`src/rtl/ccd_seq_pkg.sv`:
```
package ccd_seq_pkg;

  typedef enum logic [2:0] {
    REG_DUMMY  = 3'd0,
    REG_DARK   = 3'd1,
    REG_BUFFER = 3'd2,
    REG_CTE    = 3'd3,
    REG_ACTIVE = 3'd4
  } region_e;

  typedef enum logic [2:0] {
    ST_IDLE,
    ST_VX1,
    ST_VX2,
    ST_SETTLE,
    ST_HLOW,
    ST_HHIGH
  } seq_state_e;

  function automatic region_e merge_region(region_e row_r, region_e col_r);
    if (col_r == REG_DUMMY)                          return REG_DUMMY;
    else if (col_r == REG_DARK || row_r == REG_DARK) return REG_DARK;
    else if (col_r == REG_CTE || row_r == REG_CTE)   return REG_CTE;
    else if (col_r == REG_BUFFER || row_r == REG_BUFFER) return REG_BUFFER;
    else                                             return REG_ACTIVE;
  endfunction

endpackage

```
`src/rtl/ccd_phase_timer.sv`:
```
module ccd_phase_timer #(
  parameter int W = 8
) (
  input  logic         clk,
  input  logic         rst_n,
  input  logic         en,
  input  logic         restart,
  input  logic [W-1:0] limit,
  output logic         done
);

  logic [W-1:0] cnt_q, cnt_n;

  always_comb begin
    cnt_n = cnt_q;
    if (restart)                       cnt_n = '0;
    else if (en && (cnt_q != limit))   cnt_n = cnt_q + 1'b1;
  end

  always_ff @(posedge clk or negedge rst_n) begin
    if (!rst_n) cnt_q <= '0;
    else        cnt_q <= cnt_n;
  end

  assign done = en && (cnt_q == limit);

  p_cnt_bound_r5: assert property (@(posedge clk) disable iff (!rst_n)
    (en && !$past(restart)) |-> (cnt_q <= limit));

endmodule

```
`src/rtl/ccd_col_map.sv`:
```
module ccd_col_map
  import ccd_seq_pkg::*;
#(
  parameter int N_LDUM  = 11,
  parameter int N_LCTE  = 1,
  parameter int N_LDARK = 20,
  parameter int N_LBUF  = 9,
  parameter int N_ACT   = 4080,
  parameter int N_TBUF  = 9,
  parameter int N_TDARK = 9,
  parameter int N_TCTE  = 1,
  parameter int N_TGAP  = 3,
  parameter int N_TDUM  = 2,
  parameter int CW      = 13
) (
  input  logic [CW-1:0] col,
  output region_e       region
);

  localparam int E0 = N_LDUM;
  localparam int E1 = E0 + N_LCTE;
  localparam int E2 = E1 + N_LDARK;
  localparam int E3 = E2 + N_LBUF;
  localparam int E4 = E3 + N_ACT;
  localparam int E5 = E4 + N_TBUF;
  localparam int E6 = E5 + N_TDARK;
  localparam int E7 = E6 + N_TCTE;

  int c;
  always_comb begin
    c = int'(col);
    if      (c < E0) region = REG_DUMMY;
    else if (c < E1) region = REG_CTE;
    else if (c < E2) region = REG_DARK;
    else if (c < E3) region = REG_BUFFER;
    else if (c < E4) region = REG_ACTIVE;
    else if (c < E5) region = REG_BUFFER;
    else if (c < E6) region = REG_DARK;
    else if (c < E7) region = REG_CTE;
    else             region = REG_DUMMY;
  end

endmodule

```
`src/rtl/ccd_row_map.sv`:
```
module ccd_row_map
  import ccd_seq_pkg::*;
#(
  parameter int R_LDARK = 20,
  parameter int R_LBUF  = 9,
  parameter int R_ACT   = 5440,
  parameter int R_TBUF  = 9,
  parameter int R_CTE   = 1,
  parameter int R_TDARK = 9,
  parameter int RW      = 13
) (
  input  logic [RW-1:0] row,
  output region_e       region
);

  localparam int E0 = R_LDARK;
  localparam int E1 = E0 + R_LBUF;
  localparam int E2 = E1 + R_ACT;
  localparam int E3 = E2 + R_TBUF;
  localparam int E4 = E3 + R_CTE;

  int r;
  always_comb begin
    r = int'(row);
    if      (r < E0) region = REG_DARK;
    else if (r < E1) region = REG_BUFFER;
    else if (r < E2) region = REG_ACTIVE;
    else if (r < E3) region = REG_BUFFER;
    else if (r < E4) region = REG_CTE;
    else             region = REG_DARK;
  end

endmodule

```
`src/rtl/ccd_readout_seq.sv`:
```
module ccd_readout_seq
  import ccd_seq_pkg::*;
#(
  parameter int N_LDUM      = 11,
  parameter int N_LCTE      = 1,
  parameter int N_LDARK     = 20,
  parameter int N_LBUF      = 9,
  parameter int N_ACT       = 4080,
  parameter int N_TBUF      = 9,
  parameter int N_TDARK     = 9,
  parameter int N_TCTE      = 1,
  parameter int N_TGAP      = 3,
  parameter int N_TDUM      = 2,
  parameter int R_LDARK     = 20,
  parameter int R_LBUF      = 9,
  parameter int R_ACT       = 5440,
  parameter int R_TBUF      = 9,
  parameter int R_CTE       = 1,
  parameter int R_TDARK     = 9,
  parameter int HALF_DIV    = 2,
  parameter int VPHASE      = 8,
  parameter int SETTLE      = 16,
  parameter int CLK_KHZ     = 50000,
  parameter int MAX_PIX_KHZ = 20000
) (
  input  logic       clk,
  input  logic       rst_n,
  input  logic       expose_i,
  input  logic       start_i,
  output logic       v1_o,
  output logic       v2_o,
  output logic       h1_o,
  output logic       h2_o,
  output logic       h1l_o,
  output logic       pix_strobe_o,
  output logic [2:0] pix_region_o,
  output logic       line_start_o,
  output logic       frame_end_o
);

  localparam int NCOL = N_LDUM + N_LCTE + N_LDARK + N_LBUF + N_ACT
                      + N_TBUF + N_TDARK + N_TCTE + N_TGAP + N_TDUM;
  localparam int NROW = R_LDARK + R_LBUF + R_ACT + R_TBUF + R_CTE + R_TDARK;
  localparam int CW   = $clog2(NCOL);
  localparam int RW   = $clog2(NROW);
  localparam int MAXD = (VPHASE > SETTLE) ? ((VPHASE > HALF_DIV) ? VPHASE : HALF_DIV)
                                          : ((SETTLE > HALF_DIV) ? SETTLE : HALF_DIV);
  localparam int TW   = $clog2(MAXD + 1);

  if (CLK_KHZ > MAX_PIX_KHZ * 2 * HALF_DIV) begin : g_rate_bad
    $error("pixel rate above limit: raise HALF_DIV");
  end

  seq_state_e    state_q, state_n;
  logic [CW-1:0] col_q, col_n;
  logic [RW-1:0] row_q, row_n;
  logic [TW-1:0] limit;
  logic          tmr_done, tmr_en, tmr_restart;
  logic          fe_n, strobe_n, ls_n;
  region_e       row_reg, col_reg, reg_n, reg_q;

  assign tmr_en      = (state_q != ST_IDLE);
  assign tmr_restart = (state_n != state_q);

  always_comb begin
    case (state_q)
      ST_VX1, ST_VX2:   limit = TW'(VPHASE - 1);
      ST_SETTLE:        limit = TW'(SETTLE - 1);
      ST_HLOW, ST_HHIGH: limit = TW'(HALF_DIV - 1);
      default:          limit = '0;
    endcase
  end

  ccd_phase_timer #(.W(TW)) u_timer (
    .clk(clk), .rst_n(rst_n), .en(tmr_en), .restart(tmr_restart),
    .limit(limit), .done(tmr_done)
  );

  ccd_col_map #(
    .N_LDUM(N_LDUM), .N_LCTE(N_LCTE), .N_LDARK(N_LDARK), .N_LBUF(N_LBUF),
    .N_ACT(N_ACT), .N_TBUF(N_TBUF), .N_TDARK(N_TDARK), .N_TCTE(N_TCTE),
    .N_TGAP(N_TGAP), .N_TDUM(N_TDUM), .CW(CW)
  ) u_colmap (.col(col_n), .region(col_reg));

  ccd_row_map #(
    .R_LDARK(R_LDARK), .R_LBUF(R_LBUF), .R_ACT(R_ACT), .R_TBUF(R_TBUF),
    .R_CTE(R_CTE), .R_TDARK(R_TDARK), .RW(RW)
  ) u_rowmap (.row(row_n), .region(row_reg));

  // next-state process
  always_comb begin
    state_n = state_q;
    col_n   = col_q;
    row_n   = row_q;
    fe_n    = 1'b0;
    case (state_q)
      ST_IDLE: if (start_i && !expose_i) begin
        state_n = ST_VX1;
        row_n   = '0;
      end
      ST_VX1:    if (tmr_done) state_n = ST_VX2;
      ST_VX2:    if (tmr_done) state_n = ST_SETTLE;
      ST_SETTLE: if (tmr_done) begin
        state_n = ST_HLOW;
        col_n   = '0;
      end
      ST_HLOW:   if (tmr_done) state_n = ST_HHIGH;
      ST_HHIGH:  if (tmr_done) begin
        if (col_q == CW'(NCOL - 1)) begin
          if (row_q == RW'(NROW - 1)) begin
            state_n = ST_IDLE;
            fe_n    = 1'b1;
          end else begin
            state_n = ST_VX1;
            row_n   = row_q + 1'b1;
          end
        end else begin
          state_n = ST_HLOW;
          col_n   = col_q + 1'b1;
        end
      end
      default: state_n = ST_IDLE;
    endcase
  end

  assign strobe_n = (state_n == ST_HLOW) && (state_q != ST_HLOW);
  assign ls_n     = strobe_n && (col_n == '0);
  assign reg_n    = merge_region(row_reg, col_reg);

  // register process
  always_ff @(posedge clk or negedge rst_n) begin
    if (!rst_n) begin
      state_q      <= ST_IDLE;
      col_q        <= '0;
      row_q        <= '0;
      v1_o         <= 1'b0;
      v2_o         <= 1'b0;
      h1_o         <= 1'b1;
      h2_o         <= 1'b0;
      h1l_o        <= 1'b1;
      pix_strobe_o <= 1'b0;
      line_start_o <= 1'b0;
      frame_end_o  <= 1'b0;
      reg_q        <= REG_DUMMY;
    end else begin
      state_q      <= state_n;
      col_q        <= col_n;
      row_q        <= row_n;
      v1_o         <= (state_n == ST_VX1);
      v2_o         <= (state_n == ST_VX2);
      h1_o         <= (state_n != ST_HLOW);
      h2_o         <= (state_n == ST_HLOW);
      h1l_o        <= (state_n != ST_HLOW);
      pix_strobe_o <= strobe_n;
      line_start_o <= ls_n;
      frame_end_o  <= fe_n;
      if (strobe_n) reg_q <= reg_n;
    end
  end

  assign pix_region_o = reg_q;

  p_vexcl_r3: assert property (@(posedge clk) disable iff (!rst_n)
    !(v1_o && v2_o));
  p_h1_at_vfall_r3: assert property (@(posedge clk) disable iff (!rst_n)
    $fell(v2_o) |-> h1_o);
  p_hcomp_r5: assert property (@(posedge clk) disable iff (!rst_n)
    h1_o != h2_o);
  p_strobe_edge_r6: assert property (@(posedge clk) disable iff (!rst_n)
    pix_strobe_o |-> $fell(h1_o));
  p_ls_strobe_r9: assert property (@(posedge clk) disable iff (!rst_n)
    line_start_o |-> pix_strobe_o);
  p_fe_rest_r10: assert property (@(posedge clk) disable iff (!rst_n)
    frame_end_o |-> (!v1_o && !v2_o && h1_o && !pix_strobe_o));
  p_expose_hold_r2: assert property (@(posedge clk) disable iff (!rst_n)
    (state_q == ST_IDLE && expose_i) |=> !v1_o);

endmodule

```
`config.mk`:
```
export PLATFORM = sky130hd
export DESIGN_NAME = ccd_readout_seq
export DESIGN_NICKNAME = d
export VERILOG_FILES = /design/src/rtl/ccd_seq_pkg.sv /design/src/rtl/ccd_phase_timer.sv /design/src/rtl/ccd_col_map.sv /design/src/rtl/ccd_row_map.sv /design/src/rtl/ccd_readout_seq.sv
export SDC_FILE = /design/constraint.sdc
export NUM_CORES = 1
export LEC_CHECK = 0
export BUFFER_PORTS_ARGS = -buffer_cell sky130_fd_sc_hd__buf_2
export CAP_MARGIN = 25
export CORE_MARGIN = 3
export CORE_UTILIZATION = 45
export CTS_BUF_LIST = sky130_fd_sc_hd__clkbuf_4 sky130_fd_sc_hd__clkbuf_8
export CTS_CLUSTER_DIAMETER = 50
export DETAILED_ROUTE_END_ITERATION = 6
export PLACE_DENSITY = 0.67
export SETUP_SLACK_MARGIN = 0.15
export SYNTH_ARGS = -nofsm -noshare
export SYNTH_HDL_FRONTEND = slang
export SYNTH_HIERARCHICAL = 1
export SYNTH_SLANG_ARGS = --single-unit
```
`constraint.sdc`:
```
create_clock -name clk -period 10.74 [get_ports clk]
set_input_delay 1.611 -clock clk [delete_from_list [all_inputs] [get_ports clk]]
set_output_delay 1.611 -clock clk [all_outputs]
set_load 0.02 [all_outputs]
```
==> results.py <==
metrics = {
    "layout": {
        "antenna_cells": 0,
        "layout.cells.non_filler": 421,
        "final_common_cell": "dfrtp_1",
        "final_cell_mix": "dfrtp_1, nand2_1, a21oi_1",
        "nets": 353,
        "drive_gt1_share_pct": 11.27,
        "syn2layout_area_growth_pct": 6.667,
        "post-route-util_pct": 51.27,
    },
    "floorplanning": {
        "die_y_um": 86.92,
        "core_area_um2": 6131,
        "start_util_pct": 48.06,
        "dieWidth_um": 86.92,
        "fp-row-count": 28,
        "io_pins": 15,
        "dieArea_um2": 7555,
    },
    "sta": {
        "min_period_over_period_pct": 42.22,
        "finalClockSkew_ns": 0.007296,
        "period_minus_slack_ns": 4.535,
        "final-setup-viol-count": 0,
        "rsz0062_at_grt": "false",
        "worst_slew_pin_slew_ns": 0.6603,
        "maxSlewViolCount": 0,
        "tns_ns": 0,
        "hold_viol": 0,
        "fmax_mhz": 220.5,
        "setup_ws_ns": 6.205,
        "timing.slew.headroom_pct": 55.52,
    },
    "global_routing": {
        "grt_antenna_before_repair": 0,
        "grt_pass1_vias": 2422,
        "grt_pass1_wl_um": 11560,
        "grt_usage_pct": 19.09,
        "grt_overflow_total": 0,
        "grt_max_degree": 45,
    },
    "drt": {
        "vias": 2579,
        "highest_layer": "met4",
        "wirelength_met1_um": 3313,
        "wl_per_cell_um": 15.95,
        "wl_met2_um": 2950,
        "wl_met3_um": 379,
        "drc": 0,
        "vias_per_cell": 6.126,
        "first_iter_violations": 242,
        "ant_nets": 0,
        "drt_pass1_iterations": 5,
        "drt-total-wl_um": 6717,
    },
    "clock_tree": {
        "ctsResizeCount": 0,
        "cts_htree_levels": 2,
        "cts_max_path_buffers": 2,
        "postCtsSetupRepairBufs": 0,
        "clock_latency_ns": 0.30,
        "clock-sinks": 44,
        "hold_buffers": 0,
        "numCtsBuffers": 5,
        "root_buffer": "clkbuf_8",
        "cts_tree": "done",
        "path_clk_slew_ns": 0.09,
    },
    "pwr": {
        "ir_worst_vdd_v": 0.00009176,
        "power_density_nw_per_um2": 142.0,
        "p_seq_share_pct": 45.2,
        "p_comb_share_pct": 25.5,
        "pwr-share-clk_pct": 29.3,
        "swShare_pct": 32.80,
        "switchingPower_uw": 146.4,
        "p_int_uw": 299.9,
        "leakage_nw": 1.352,
    },
    "setup_path": {
        "required_ns": 10.91,
        "critPathMaxFanout": 14,
        "worst_setup_path_start_kind": "flop",
        "worstSetupPathType": "reg -> reg",
        "endpoint_kind": "flop",
        "critical_path_arrival_ns": 4.70,
    },
    "synth": {
        "async_flop_share_pct": 100.0,
        "ys_seq_elements": 44,
        "yosysSeqAreaShare_pct": 37.41,
        "synth.distinct_cells": 66,
        "synth_cells": 339,
        "yosysWarningCount": 6,
        "syn-num-nets": 347,
        "synth-edff-count": 0,
        "netlist_area_um2": 2947,
        "dominantRegCellSynth": "dfrtp_1",
        "avgSynthCellArea_um2": 8.692,
    },
    "placed_design": {
        "dpl_worst_slack_ns": 6.316,
        "dpl.hpwl_um": 4784,
        "numPortBuffers": 14,
        "globalplace.congestion": 0.8774,
        "dpl.cell_count": 412,
    },
    "flow_run": {
        "maxCapViolCount": 0,
    },
    "worst_hold_path": {
        "hold_class": "reg -> reg",
    },
    "run_status": {
        "outcome": "complete, no violations",
    },
}
==> through the flow <==
| step | hold WS (ns) | instance area (µm²) | power, mW |
|---|---|---|---|
| 2_1_floorplan | 0.4802 | 2947 | 0.2936 |
| 6_report | 0.4880 | 3143 | 0.4463 |
| 3_3_place_gp | 0.4612 | 3012 | 0.3136 |
| 4_1_cts | 0.4918 | 3123 | 0.4494 |
| 3_5_place_dp | 0.4673 | 3012 | 0.3179 |
| 5_1_grt | 0.5257 | 3143 | 0.4754 |
==> worst max-delay path, cell delays in order (launching register included) <==
cell and delay [ns]:
dfrtp_1 0.59, inv_1 0.18, nor3b_1 0.28, xor2_1 0.10, nor2_1 0.30, and3_2 0.34
nand2_1 0.15, nor3_1 0.53, a311o_1 0.21, o21ai_0 0.16, or4_4 0.60, nor3_4 0.21
a21oi_1 0.10, a31o_1 0.23, nor2_1 0.15, nor2_1 0.06, a21oi_1 0.11, o21ai_0 0.08
==> power groups by stage <==
| stage | clock network (mW) | logic (mW) | registers, mW |
|---|---|---|---|
| 6_report | 0.131 | 0.114 | 0.202 |
| 5_1_grt | 0.141 | 0.128 | 0.206 |
| 4_1_cts | 0.134 | 0.114 | 0.201 |
| 3_5_place_dp | 0 | 0.113 | 0.205 |
| 3_3_place_gp | 0 | 0.110 | 0.204 |
| 2_1_floorplan | 0 | 0.0924 | 0.201 |
==> Yosys cell counts, types with 3 or more instances <==
master     n  area [µm²]
a211oi_1   3       22.52
a21oi_1   26       130.1
a31oi_1    6       37.54
a41oi_1    3       26.28
and3_1     7       43.79
and4_1     4       35.03
buf_2      7       35.03
buf_6      3       33.78
clkbuf_1   3       11.26
dfrtp_1   43        1076
ha_1       4       50.05
inv_1     15       56.30
mux2_1     3       33.78
mux2i_1    6       60.06
nand2_1   35       131.4
nand2b_1   3       18.77
nand3_1   15       75.07
nand4_1   11       68.82
nor2_1    25       93.84
nor2b_1    6       37.54
nor3_1     7       35.03
nor3b_1    4       30.03
nor4_1     4       25.02
o211ai_1   3       22.52
o21ai_0   20       100.1
o21ai_1   14       70.07
o31ai_1    5       37.54
or3_1      4       25.02
xor2_1     5       43.79
==> per-layer routing <==
metal  vias up  GRT usage [%]
met3         7          2.933
met4         0          5.241
met1      1225          28.81
met5         -              0
met2        82          28.30
li1       1265              -
==> sequential cells by signal, indices dropped and copies added (netlist names), 3 cells and up <==
name	count
col_q	13
row_q	13
u_timer/cnt_q	5
pix_region_o	3
state_q	3
==> final timing paths <==
| check | start | to | slack, ns | cells past startpoint |
|---|---|---|---|---|
| min in group asynchronous | rst_n | u_timer/cnt_q[4] | 1.25 | 1 |
| min reg2reg | pix_region_o[1] | pix_region_o[1] | 0.49 | 2 |
| max | state_q[1] | pix_region_o[0] | 6.21 | 17 |
| max reg2reg | state_q[1] | pix_region_o[0] | 6.21 | 17 |
| max in group asynchronous | rst_n | h1l_o | 8.93 | 2 |
| min | pix_region_o[1] | pix_region_o[1] | 0.49 | 2 |
==> layout make-up <==
type	count	area, µm²
clock inverters	2	35.03
flip-flops and latches	44	1102
clock buffers	6	76.32
repair buffers	15	90.09
well taps	75	93.84
fillers	578	2988
inverters	15	56.30
multi-input cells	264	1689
==> cells by family after synthesis <==
group / count (synthesis) / share of synthesized area, %
AO/OA/AOI/OAI: 99 / 21.06
XOR/XNOR: 7 / 2.081
adder cells (fa/ha/maj): 4 / 1.699
buffers and inverters: 31 / 5.265
flip-flops: 44 / 37.41
multiplexers: 11 / 4.076
other: 1 / 0.1273
AND/OR/NAND/NOR: 142 / 28.28
(Power assumes the default switching activity.)
